**config.mk**
```make
export PLATFORM = sky130hd
export DESIGN_NAME = ptr_addr_unit
export DESIGN_NICKNAME = d
export VERILOG_FILES = /design/src/rtl/ptr_addr_pkg.sv /design/src/rtl/ptr_regfile.sv /design/src/rtl/ptr_calc.sv /design/src/rtl/ptr_addr_unit.sv
export SDC_FILE = /design/constraint.sdc
export NUM_CORES = 1
export LEC_CHECK = 0
export BUFFER_PORTS_ARGS = -buffer_cell sky130_fd_sc_hd__buf_2
export CAP_MARGIN = 5
export CORE_UTILIZATION = 55
export CTS_CLUSTER_SIZE = 14
export DETAILED_ROUTE_END_ITERATION = 10
export GPL_ROUTABILITY_DRIVEN = 0
export PLACE_DENSITY = 0.75
export SETUP_SLACK_MARGIN = 0.15
export SLEW_MARGIN = 30
export SYNTH_ARGS = -nofsm -noshare
export SYNTH_HDL_FRONTEND = slang
export SYNTH_SLANG_ARGS = --single-unit
```
**constraint.sdc**
```tcl
create_clock -name clk -period 4 [get_ports clk]
set_input_delay 0 -clock clk [delete_from_list [all_inputs] [get_ports clk]]
set_output_delay 0 -clock clk [all_outputs]
set_load 0.005 [all_outputs]
```
**src/rtl/ptr_addr_pkg.sv**
```systemverilog
package ptr_addr_pkg;
  localparam logic [3:0] MD_PLAIN   = 4'd0;
  localparam logic [3:0] MD_POSTINC = 4'd1;
  localparam logic [3:0] MD_PREDEC  = 4'd2;
  localparam logic [3:0] MD_DISP    = 4'd3;
  localparam logic [3:0] MD_PUSH    = 4'd4;
  localparam logic [3:0] MD_POP     = 4'd5;
  localparam logic [3:0] MD_PROG    = 4'd6;
  localparam logic [3:0] MD_PROGINC = 4'd7;
  localparam logic [3:0] MD_LOAD    = 4'd8;

  localparam logic [1:0] SEL_X  = 2'd0;
  localparam logic [1:0] SEL_Y  = 2'd1;
  localparam logic [1:0] SEL_Z  = 2'd2;
  localparam logic [1:0] SEL_SP = 2'd3;
endpackage

```
**src/rtl/ptr_regfile.sv**
```systemverilog
module ptr_regfile #(
  parameter int AW = 16,
  parameter int NREG = 4,
  parameter logic [AW-1:0] SP_INIT = 16'h21FF,
  localparam int SW = $clog2(NREG)
) (
  input  logic          clk,
  input  logic          rst,
  input  logic [SW-1:0] rd_sel,
  output logic [AW-1:0] rd_val,
  output logic [AW-1:0] z_val,
  output logic [AW-1:0] sp_val,
  input  logic          wr_en,
  input  logic [SW-1:0] wr_sel,
  input  logic [AW-1:0] wr_val
);
  logic [AW-1:0] q [NREG];

  for (genvar i = 0; i < NREG; i++) begin : g_reg
    localparam logic [AW-1:0] INITV = (i == NREG-1) ? SP_INIT : '0;
    always_ff @(posedge clk) begin
      if (rst) q[i] <= INITV;
      else if (wr_en && wr_sel == SW'(i)) q[i] <= wr_val;
    end

    AST_REG_HOLD: assert property (@(posedge clk) disable iff (rst)
      !(wr_en && wr_sel == SW'(i)) |=> $stable(q[i]));
  end

  assign rd_val = q[rd_sel];
  assign z_val  = q[2];
  assign sp_val = q[NREG-1];
endmodule

```
**src/rtl/ptr_calc.sv**
```systemverilog
module ptr_calc
  import ptr_addr_pkg::*;
#(
  parameter int AW = 16,
  parameter int QW = 6
) (
  input  logic          valid,
  input  logic [3:0]    mode,
  input  logic [1:0]    sel,
  input  logic [QW-1:0] disp,
  input  logic [AW-1:0] value,
  input  logic [AW-1:0] cur,
  input  logic [AW-1:0] z,
  input  logic [AW-1:0] sp,
  output logic          addr_en,
  output logic [AW-1:0] addr,
  output logic          prog,
  output logic          lane,
  output logic          wb_en,
  output logic [1:0]    wb_sel,
  output logic [AW-1:0] wb_val
);
  localparam logic [AW-1:0] ONE = AW'(1);

  logic dptr;
  assign dptr = (sel != SEL_SP);

  always_comb begin
    addr_en = 1'b0;
    addr    = '0;
    prog    = 1'b0;
    lane    = 1'b0;
    wb_en   = 1'b0;
    wb_sel  = sel;
    wb_val  = '0;
    if (valid) begin
      case (mode)
        MD_PLAIN: if (dptr) begin
          addr_en = 1'b1;
          addr    = cur;
        end
        MD_POSTINC: if (dptr) begin
          addr_en = 1'b1;
          addr    = cur;
          wb_en   = 1'b1;
          wb_val  = cur + ONE;
        end
        MD_PREDEC: if (dptr) begin
          addr_en = 1'b1;
          addr    = cur - ONE;
          wb_en   = 1'b1;
          wb_val  = cur - ONE;
        end
        MD_DISP: if (sel == SEL_Y || sel == SEL_Z) begin
          addr_en = 1'b1;
          addr    = cur + AW'(disp);
        end
        MD_PUSH: begin
          addr_en = 1'b1;
          addr    = sp;
          wb_en   = 1'b1;
          wb_sel  = SEL_SP;
          wb_val  = sp - ONE;
        end
        MD_POP: begin
          addr_en = 1'b1;
          addr    = sp + ONE;
          wb_en   = 1'b1;
          wb_sel  = SEL_SP;
          wb_val  = sp + ONE;
        end
        MD_PROG, MD_PROGINC: begin
          addr_en = 1'b1;
          prog    = 1'b1;
          addr    = {1'b0, z[AW-1:1]};
          lane    = z[0];
          if (mode == MD_PROGINC) begin
            wb_en  = 1'b1;
            wb_sel = SEL_Z;
            wb_val = z + ONE;
          end
        end
        MD_LOAD: begin
          wb_en  = 1'b1;
          wb_val = value;
        end
        default: ;
      endcase
    end
  end
endmodule

```
**src/rtl/ptr_addr_unit.sv**
```systemverilog
module ptr_addr_unit
  import ptr_addr_pkg::*;
#(
  parameter int AW = 16,
  parameter int QW = 6,
  parameter logic [AW-1:0] SP_INIT = 16'h21FF
) (
  input  logic          clk,
  input  logic          rst,
  input  logic          req_valid,
  input  logic [3:0]    req_mode,
  input  logic [1:0]    req_sel,
  input  logic [QW-1:0] req_disp,
  input  logic [AW-1:0] req_value,
  output logic          addr_valid,
  output logic [AW-1:0] addr_out,
  output logic          prog_sel,
  output logic          byte_hi,
  output logic          wb_valid,
  output logic [1:0]    wb_sel,
  output logic [AW-1:0] wb_value
);
  logic [AW-1:0] cur, zv, spv, c_addr, c_wbv;
  logic c_aen, c_prog, c_lane, c_wben;
  logic [1:0] c_wbs;

  ptr_regfile #(.AW(AW), .NREG(4), .SP_INIT(SP_INIT)) u_regs (
    .clk(clk), .rst(rst), .rd_sel(req_sel), .rd_val(cur),
    .z_val(zv), .sp_val(spv),
    .wr_en(c_wben), .wr_sel(c_wbs), .wr_val(c_wbv)
  );

  ptr_calc #(.AW(AW), .QW(QW)) u_calc (
    .valid(req_valid), .mode(req_mode), .sel(req_sel), .disp(req_disp),
    .value(req_value), .cur(cur), .z(zv), .sp(spv),
    .addr_en(c_aen), .addr(c_addr), .prog(c_prog), .lane(c_lane),
    .wb_en(c_wben), .wb_sel(c_wbs), .wb_val(c_wbv)
  );

  always_ff @(posedge clk) begin
    if (rst) begin
      addr_valid <= 1'b0;
      addr_out   <= '0;
      prog_sel   <= 1'b0;
      byte_hi    <= 1'b0;
      wb_valid   <= 1'b0;
      wb_sel     <= '0;
      wb_value   <= '0;
    end else begin
      addr_valid <= c_aen;
      addr_out   <= c_addr;
      prog_sel   <= c_prog;
      byte_hi    <= c_lane;
      wb_valid   <= c_wben;
      wb_sel     <= c_wbs;
      wb_value   <= c_wbv;
    end
  end

  logic dsel;
  assign dsel = req_valid && req_sel != SEL_SP;

  AST_POSTINC_STEP: assert property (@(posedge clk) disable iff (rst)
    dsel && req_mode == MD_POSTINC |=> addr_out == $past(cur) && wb_value == addr_out + AW'(1));
  AST_PREDEC_SAME: assert property (@(posedge clk) disable iff (rst)
    dsel && req_mode == MD_PREDEC |=> addr_out == wb_value && wb_value == $past(cur) - AW'(1));
  AST_DISP_NO_WB: assert property (@(posedge clk) disable iff (rst)
    req_valid && req_mode == MD_DISP |=> !wb_valid);
  AST_PUSH_ORDER: assert property (@(posedge clk) disable iff (rst)
    req_valid && req_mode == MD_PUSH |=> addr_out == $past(spv) && wb_value == $past(spv) - AW'(1));
  AST_POP_ORDER: assert property (@(posedge clk) disable iff (rst)
    req_valid && req_mode == MD_POP |=> addr_out == wb_value && wb_sel == SEL_SP);
  AST_PROG_LANE: assert property (@(posedge clk) disable iff (rst)
    req_valid && (req_mode == MD_PROG || req_mode == MD_PROGINC) |=> prog_sel && byte_hi == $past(zv[0]));
  AST_IDLE_QUIET: assert property (@(posedge clk) disable iff (rst)
    !req_valid |=> !addr_valid && !wb_valid);
  AST_REJECT_QUIET: assert property (@(posedge clk) disable iff (rst)
    req_valid && req_mode > MD_LOAD |=> !addr_valid && !wb_valid);
endmodule

```
=== Word level (Yosys, flattened, before mapping) ===
Memory sizes are Yosys's and may differ from the RTL's.
Index checks and enable logic that the tools add are counted.

* Latch bits: 0
* Logic and storage cells: 86
* Memory bits (read-only): 0
* Memory bits (writable): 64
* Input bits: 31
* Output and inout port bits: 38
* Memories kept: 1
* Register bits: 38

* Shift operators: 0
* Equality and inequality tests: 14
* Add/sub/neg operators: 6
* Div/mod/pow operators: 0
* Reductions and logical operators: 16
* Muxes and demuxes: 36
* Bitwise gates (word level): 6
* Multipliers: 0
* Magnitude comparators: 0

{| class="wikitable"
|+ Memory list
! memory !! depth !! bits a word !! rd ports !! clocked after Yosys merged registers in !! wr ports !! RTL line !! RTL
|-
| u_regs.q || 4 || 16 || 3 || 0 || 4 || ptr_regfile.sv:17 || <nowiki>logic [AW-1:0] q [NREG];</nowiki>
|}

{| class="wikitable"
|+ Operator list
! kind !! number
|-
| 16-bit case mux with 6 select lines || 2
|-
| 16-bit 2-to-1 mux || 10
|-
| 16-bit by 1-bit adder with 16-bit output, second input constant || 3
|-
| 16-bit by 1-bit subtractor with 16-bit output, second input constant || 2
|-
| 1-bit 2-to-1 mux || 19
|-
| 16-bit by 6-bit adder with 16-bit output || 1
|-
| 4-bit by 3-bit equality test with 1-bit output, second input constant || 4
|-
| 2-bit OR reduction || 5
|-
| 3-bit OR reduction || 3
|-
| 4-bit by 2-bit equality test with 1-bit output, second input constant || 2
|-
| 2-bit equality test, second input constant || 3
|-
| 1-bit case mux with 3 select lines || 2
|-
| 2-bit by 1-bit equality test with 1-bit output, second input constant || 2
|-
| 4-bit by 1-bit equality test with 1-bit output, second input constant || 1
|-
| 4-bit equality test, second input constant || 1
|-
| 1-bit logical AND || 4
|-
| 4-bit zero test || 1
|-
| 2-bit 2-to-1 mux || 2
|-
| 1-bit OR || 4
|-
| 2-bit case mux with 2 select lines || 1
|-
| 4-bit OR reduction || 1
|-
| 2-bit zero test || 1
|-
| 2-bit != test, second input constant || 1
|-
| 1-bit NOT || 2
|-
| 1-bit logical OR || 1
|}

=== Logic depth before layout (Yosys ltp) ===
Gate-level depths: netlist of the first run.

* Depth in word-level cells: 10
* Depth in mapped cells: 14
* Mapped depth without buffers: 11

=== By module ===
From an unflattened synthesis of the first run, not the netlist that was laid out.

* Cell total of the unflattened synthesis: 735
* Area, all modules: 7,096.8 um^2

{| class="wikitable"
|+ Modules (own cells, without submodules)
! module !! cells an instance !! instances !! area each (um^2)
|-
| ptr_calc || 470 || 1 || 3,037.9
|-
| ptr_regfile || 185 || 1 || 2,846.5
|-
| ptr_addr_unit || 80 || 1 || 1,212.4
|}

=== Worst setup path after synthesis of the first run ===
No wires, ideal clock.

* Path kind: flip-flop to flip-flop
* Start point: memory u_regs.q[3][2]
* End point: register addr_out[14]
* Cell stages (with the launch flop): 12
* Data arrival time: 2,730 ps
* Required time: 3,868 ps
* Setup slack: 1,138 ps
* Library setup time: 132 ps
* Period minus slack after synthesis: 2,862 ps
* Buffers on the path: 2
* Cells stage by stage: edfxtp_1 -> buf_2 -> mux4_2 -> buf_6 -> ha_1 -> nor2b_1 -> o31a_1 -> o21ai_0 -> a211o_1 -> nor2_1 -> a2111oi_0 -> a21oi_1

{| class="wikitable"
|+ RTL lines
! what !! RTL line !! RTL
|-
| start, declared || ptr_regfile.sv:17 ||
|-
| end signal, assigned || ptr_addr_unit.sv:51 || <nowiki>addr_out <= c_addr;</nowiki>
|-
| end, declared || ptr_addr_unit.sv:16 || <nowiki>output logic [AW-1:0] addr_out,</nowiki>
|}

==> impl_metrics.env, run 1 <==
export IMPL_p_per_area_nw_per_um2=339
export IMPL_max_cap_violations=0
export IMPL_yosys_area_share_simple_pct=23.1
export IMPL_worstMarginPinSlew_ns=0.971
export IMPL_drive_above_1_share_pct=18.5
export IMPL_antenna_left=0
export IMPL_period_minus_slack_ns=3.38
export IMPL_grt_max_degree=28
export IMPL_core_rowCount=40
export IMPL_yosys_area_top_type_share_pct=28.2
export IMPL_cts_tree="done"
export IMPL_die_h_um=113
export IMPL_cts_made_buffers=9
export IMPL_netlist_area_um2=6830
export IMPL_synth_compound_area_share_pct=14.3
export IMPL_numClockSinks=102
export IMPL_track_usage_pct=30.0
export IMPL_vias_per_cell=6.43
export IMPL_wirelength_um=18900
export IMPL_crit_required_ns=4.08
export IMPL_utilization_pct=61.8
export IMPL_clockRootBuffer="clkbuf_16"
export IMPL_stdcell_area_um2=7450
export IMPL_synthArstFlopShare_pct=0
export IMPL_ys_top_cells_by_count="nor2_1 (123), edfxtp_1 (64), nand2_1 (48)"
export IMPL_yosys_warnings=0
export IMPL_syn_inst=719
export IMPL_clock_path_buffers=2
export IMPL_hp_class="primary input to flop"
export IMPL_total_power_mw=2.52
export IMPL_synth_top_family_by_area="simple AND/OR/NAND/NOR gates"
export IMPL_grt_pass1_vias=5289
export IMPL_synth_most_common_cell="nor2_1"
export IMPL_setup_ws_ns=0.623
export IMPL_min_period_over_period_pct=84.4
export IMPL_area_growth_pct=9.20
export IMPL_yosysTopAreaCell="edfxtp_1"
export IMPL_boundaryPins=69
export IMPL_wire_per_inst_um=20.5
export IMPL_antenna_found_initial=0
export IMPL_finalHoldViolCount=0
export IMPL_portBuffers=68
export IMPL_core_area_um2=12100
export IMPL_path_max_fanout=7
export IMPL_final_max_slew_violation_count=0
export IMPL_synthMuxAreaShare_pct=6.16
export IMPL_arrival_ns=3.46
export IMPL_syn_nets=763
export IMPL_setup_violations=0
export IMPL_fin_tns_setup_ns=0
export IMPL_placed_cells=906
export IMPL_synth_main_ff_cell="edfxtp_1"
export IMPL_worstSkewPairLatency_ns=0.36
export IMPL_clock_skew_ns=0.00843
export IMPL_synthTopCellsByArea="edfxtp_1 (28%), dfxtp_1 (11%), nor2_1 (6.8%)"
export IMPL_route_vias_total=5937
export IMPL_post_dp_hpwl_um=13800
export IMPL_yosysSeqAreaShare_pct=39.3
export IMPL_peakVddDrop_mv=0.193
export IMPL_fmax_mhz=296
export IMPL_ys_ff_latch=102
export IMPL_synth_cell_types=78
export IMPL_initial_core_util_pct=56.6
export IMPL_htree_num_levels=3
export IMPL_final_cells=923
export IMPL_rsz0062_at_grt="no"
export IMPL_clk_pin_slew_ns=0.07
export IMPL_diodes=0
export IMPL_die_area_um2=12900
export IMPL_hold_slack_ns=0.00846
export IMPL_nNetsFinal=794
export IMPL_placedInstanceArea_um2=7140
export IMPL_synth_fa_ha_area_share_pct=2.49
export IMPL_grt_pass1_wl_um=29400
export IMPL_p_leak_nw=2.69
export IMPL_pre_cts_ws_ns=0.681
export IMPL_synthXorXnorAreaFrac_pct=9.11
export IMPL_status="completed"
export IMPL_route_detailed_drc=0
export IMPL_post_cts_resized=0
export IMPL_criticalPathCategory="flop to flop"
export IMPL_crit_path_start_kind="flop"
export IMPL_grt_ovfl_total=0
export IMPL_drt_initial_drc_count=755
export IMPL_end_kind="flop"
export IMPL_max_slew_margin_pct=35.1
export IMPL_firstDrtPassIters=6
export IMPL_synth_edf_count=64
export IMPL_avgSynthCellArea_um2=9.49
export IMPL_die_x_um=113
cells by family (layout without fill, tap and decap cells):
kind of cell,Yosys count,in the layout
AOI/OAI and AO/OA,137,137
xor gates and xnor gates,71,71
adders and majority gates,13,13
buffers and inverters,78,114
DFF,102,102
muxes,19,19
and+or+nand+nor,299,299
placed cells by master, fill, tap and decap left out, types with 12 or more instances in the layout:
cell type	netlist	final
a21oi_1	24	24
a22oi_1	12	12
buf_2	18	68
dfxtp_1	38	38
edfxtp_1	64	64
ha_1	12	12
inv_1	21	21
nand2_1	48	48
nand3_1	22	22
nand4_1	13	13
nor2_1	123	122
nor3_1	20	19
o21ai_0	32	32
xnor2_1	30	30
xor2_1	41	41
path summary, 6_finish.rpt:
check | start | end | slack, ns | depth (start not counted)
setup reg to reg | u_regs.q[3][0]$_SDFFCE_PN1P_ | u_regs.q[1][14]$_SDFFCE_PN0P_ | 0.62 | 9
hold reg to reg | u_regs.q[2][0]$_SDFFCE_PN0P_ | byte_hi$_SDFF_PP0_ | 0.60 | 1
setup / recovery | u_regs.q[3][0]$_SDFFCE_PN1P_ | u_regs.q[1][14]$_SDFFCE_PN0P_ | 0.62 | 9
hold / removal | req_valid | prog_sel$_SDFF_PP0_ | 0.008 | 2
what timing repair did:
item                       4_1_cts  5_1_grt
hold buffers                     1        0
setup endpoints to repair        0        0
buffers inserted                 0        0
hold endpoints to repair         2        0
power breakdown:
group / total [mW] / internal (mW) / switching (mW) / leakage, nW
logic: 0.437 / 0.160 / 0.277 / 1.60
clock network: 0.897 / 0.481 / 0.416 / 0.143
registers: 1.19 / 1.15 / 0.0375 / 0.949
registers in the layout, indices dropped and copies added (netlist names):
signal / cells
prog_sel: 1
wb_sel: 2
byte_hi: 1
addr_out: 16
wb_valid: 1
wb_value: 16
u_regs.q: 64
addr_valid: 1
critical path, stage by stage, from the launching register on:
cell	delay, ns
edfxtp_1	0.50
inv_1	0.13
ha_1	0.22
or4b_2	0.71
nor4_1	0.39
xor2_1	0.11
a21oi_1	0.14
o21ai_0	0.13
nor4_2	0.64
nor2_1	0.12
routing by layer:
metal / global-route usage [%] / wire (um) / vias up
met4: 13.7 / 837 / 0
met3: 4.36 / 1990 / 73
met5: 0 / 0 / -
met2: 46.5 / 8320 / 431
li1: - / - / 2676
met1: 42.0 / 7790 / 2757
final cells by class:
type | count | area, um2
Sequential cell | 102 | 2680
Clock inverter | 4 | 35.0
Clock buffer | 12 | 267
Multi-Input combinational cell | 539 | 3770
Tap cell | 168 | 210
Timing Repair Buffer | 77 | 410
Fill cell | 992 | 4610
Inverter | 21 | 78.8
(Power assumes the default switching activity.)
==> inputs of run 2 (changes only) <==
CORE_UTILIZATION = 54   (was 55)
PLACE_DENSITY = 0.77   (was 0.75)
clock period = 2.8 ns   (was 4 ns; I/O delays follow)
==> run 2 against run 1 <==
Compared with the run above:
- the run now ends with negative setup slack left
- global-route usage up 3.3 points
- via count up 11%
- combinational power up 120%
- die area up 1.8%
- sequential power up 40%
- total power up 53%
- largest power group unchanged
- highest routed layer unchanged
==> impl_metrics.env, run 2 (synthesis results as in run 1) <==
export IMPL_p_per_area_nw_per_um2=438
export IMPL_cts_made_buffers=9
export IMPL_grt_pass1_vias=6161
export IMPL_die_h_um=114
export IMPL_post_dp_hpwl_um=15300
export IMPL_wire_per_inst_um=20.8
export IMPL_largest_register_ff_count=64
export IMPL_antenna_left=0
export IMPL_min_from="req_mode[2]"
export IMPL_clock_skew_ns=0.00805
export IMPL_clock_path_buffers=2
export IMPL_holdPathEnd="addr_valid$_SDFF_PP0_"
export IMPL_failed_checks="negative setup slack"
export IMPL_final_common_cell="buf_4"
export IMPL_initial_core_util_pct=56.1
export IMPL_min_period_over_period_pct=104
export IMPL_portBuffers=68
export IMPL_status="finished, violations left"
export IMPL_track_usage_pct=33.3
export IMPL_numClockSinks=102
export IMPL_worstSkewPairLatency_ns=0.36
export IMPL_p_leak_nw=3.39
export IMPL_grt_max_degree=25
export IMPL_total_power_mw=3.86
export IMPL_fillers=838
export IMPL_max_slew_margin_pct=46.7
export IMPL_end_kind="flop"
export IMPL_setup_ws_ns=-0.105
export IMPL_area_growth_pct=29.1
export IMPL_r2r_cells=11
export IMPL_grt_pass1_wl_um=32800
export IMPL_vias_per_cell=6.34
export IMPL_top_register="u_regs.q"
export IMPL_path_max_fanout=5
export IMPL_top_regs="u_regs.q (64), addr_out (16), wb_value (16)"
export IMPL_die_area_um2=13100
export IMPL_clk_pin_slew_ns=0.07
export IMPL_cts_tree="done"
export IMPL_hp_class="primary input to flop"
export IMPL_grt_ovfl_total=0
export IMPL_antenna_found_initial=0
export IMPL_regToRegEndpoint="u_regs.q[2][10]$_SDFFCE_PN0P_"
export IMPL_wirelength_um=21700
export IMPL_firstDrtPassIters=9
export IMPL_r2r_start="u_regs.q[3][1]$_SDFFCE_PN1P_"
export IMPL_final_max_slew_violation_count=0
export IMPL_utilization_pct=72.5
export IMPL_diodes=0
export IMPL_fin_tns_setup_ns=-0.661
export IMPL_drt_initial_drc_count=795
export IMPL_criticalPathCategory="flop to flop"
export IMPL_pre_cts_ws_ns=-0.0318
export IMPL_core_area_um2=12200
export IMPL_nNetsFinal=914
export IMPL_boundaryPins=69
export IMPL_route_vias_total=6610
export IMPL_die_x_um=114
export IMPL_peakVddDrop_mv=0.446
export IMPL_clockRootBuffer="clkbuf_16"
export IMPL_setup_violations=20
export IMPL_finalHoldViolCount=0
export IMPL_hold_slack_ns=0.0168
export IMPL_max_cap_violations=0
export IMPL_arrival_ns=3.01
export IMPL_r2r_setup_slack_ns=-0.11
export IMPL_final_cell_mix="buf_4 (113), nor2_1 (107), buf_2 (68), edfxtp_1 (64), nand2_1 (43)"
export IMPL_htree_num_levels=3
export IMPL_worstMarginPinSlew_ns=0.797
export IMPL_rsz0062_at_grt="yes"
export IMPL_hold_path_depth=3
export IMPL_route_detailed_drc=0
export IMPL_fmax_mhz=344
export IMPL_period_minus_slack_ns=2.91
export IMPL_core_rowCount=40
export IMPL_drive_above_1_share_pct=37.1
export IMPL_crit_required_ns=2.90
export IMPL_crit_path_start_kind="flop"
==> run 2: cell count changes in the layout (fill, tap and decap cells not counted), sizes merged <==
cell	before	now
buf	76	196
clkinv	0	4
clkbuf	12	9
clkinvlp	2	0
inv	23	24
==> run 2: worst max-delay path by stage <==
stage	slack (ns)	from	end	cells past startpoint
6_report	-0.11	u_regs.q[3][1]$_SDFFCE_PN1P_	u_regs.q[2][10]$_SDFFCE_PN0P_	11
5_1_grt	-0.19	u_regs.q[3][0]$_SDFFCE_PN1P_	u_regs.q[0][10]$_SDFFCE_PN0P_	11
4_1_cts	0.04	u_regs.q[3][0]$_SDFFCE_PN1P_	u_regs.q[3][12]$_SDFFCE_PN0P_	11
3_5_place_dp	-0.03	u_regs.q[3][0]$_SDFFCE_PN1P_	addr_out[14]$_SDFF_PP0_	11
3_3_place_gp	0.07	u_regs.q[3][1]$_SDFFCE_PN1P_	u_regs.q[1][8]$_SDFFCE_PN0P_	11
2_1_floorplan	0.1	u_regs.q[3][0]$_SDFFCE_PN1P_	addr_out[14]$_SDFF_PP0_	12
==> run 2: metal layers <==
layer | GRT usage [%] | wire length [um] | vias up
met4 | 17.7 | 1210 | 0
met5 | 0 | 0 | -
li1 | - | - | 2916
met2 | 52.6 | 9920 | 497
met1 | 44.1 | 8520 | 3074
met3 | 5.40 | 2040 | 123
==> run 2: critical path, cell delays in order, from the launching register on <==
cell	delay, ns
edfxtp_1	0.40
mux4_2	0.58
inv_2	0.11
ha_2	0.18
nor3b_4	0.22
buf_6	0.15
nand3_1	0.09
xor2_1	0.25
o22ai_1	0.18
a211oi_2	0.26
buf_4	0.19
nor2_1	0.05
==> run 2: timing repair <==
action,CTS,global route
gates resized for setup,28,55
endpoints found under the hold margin,2,0
buffers inserted,27,16
pin swaps,27,40
endpoints found under the setup margin,59,73
hold buffers,1,0
==> run 2: metrics by stage <==
stage / area [um2] / instances
global placement: 7860 / 983
detailed placement: 7860 / 983
floorplan: 6950 / 719
global route: 8810 / 1043
finish: 8810 / 1043
CTS: 8490 / 1027
==> run 2: layout make-up <==
class,count,area (um2),area share [%]
Inverter,21,78.8,0.894
Multi-Input combinational cell,539,4160,47.2
Tap cell,168,210,2.39
Clock inverter,7,66.3,0.752
Timing Repair Buffer,197,1390,15.8
Clock buffer,9,225,2.56
Sequential cell,102,2680,30.4
==> run 2: power by group <==
group          internal (mW)  leakage, nW  total (mW)  switching, mW
registers               1.64        0.949        1.67         0.0262
clock network          0.625        0.144        1.24          0.611
logic                  0.423         2.29       0.954          0.532
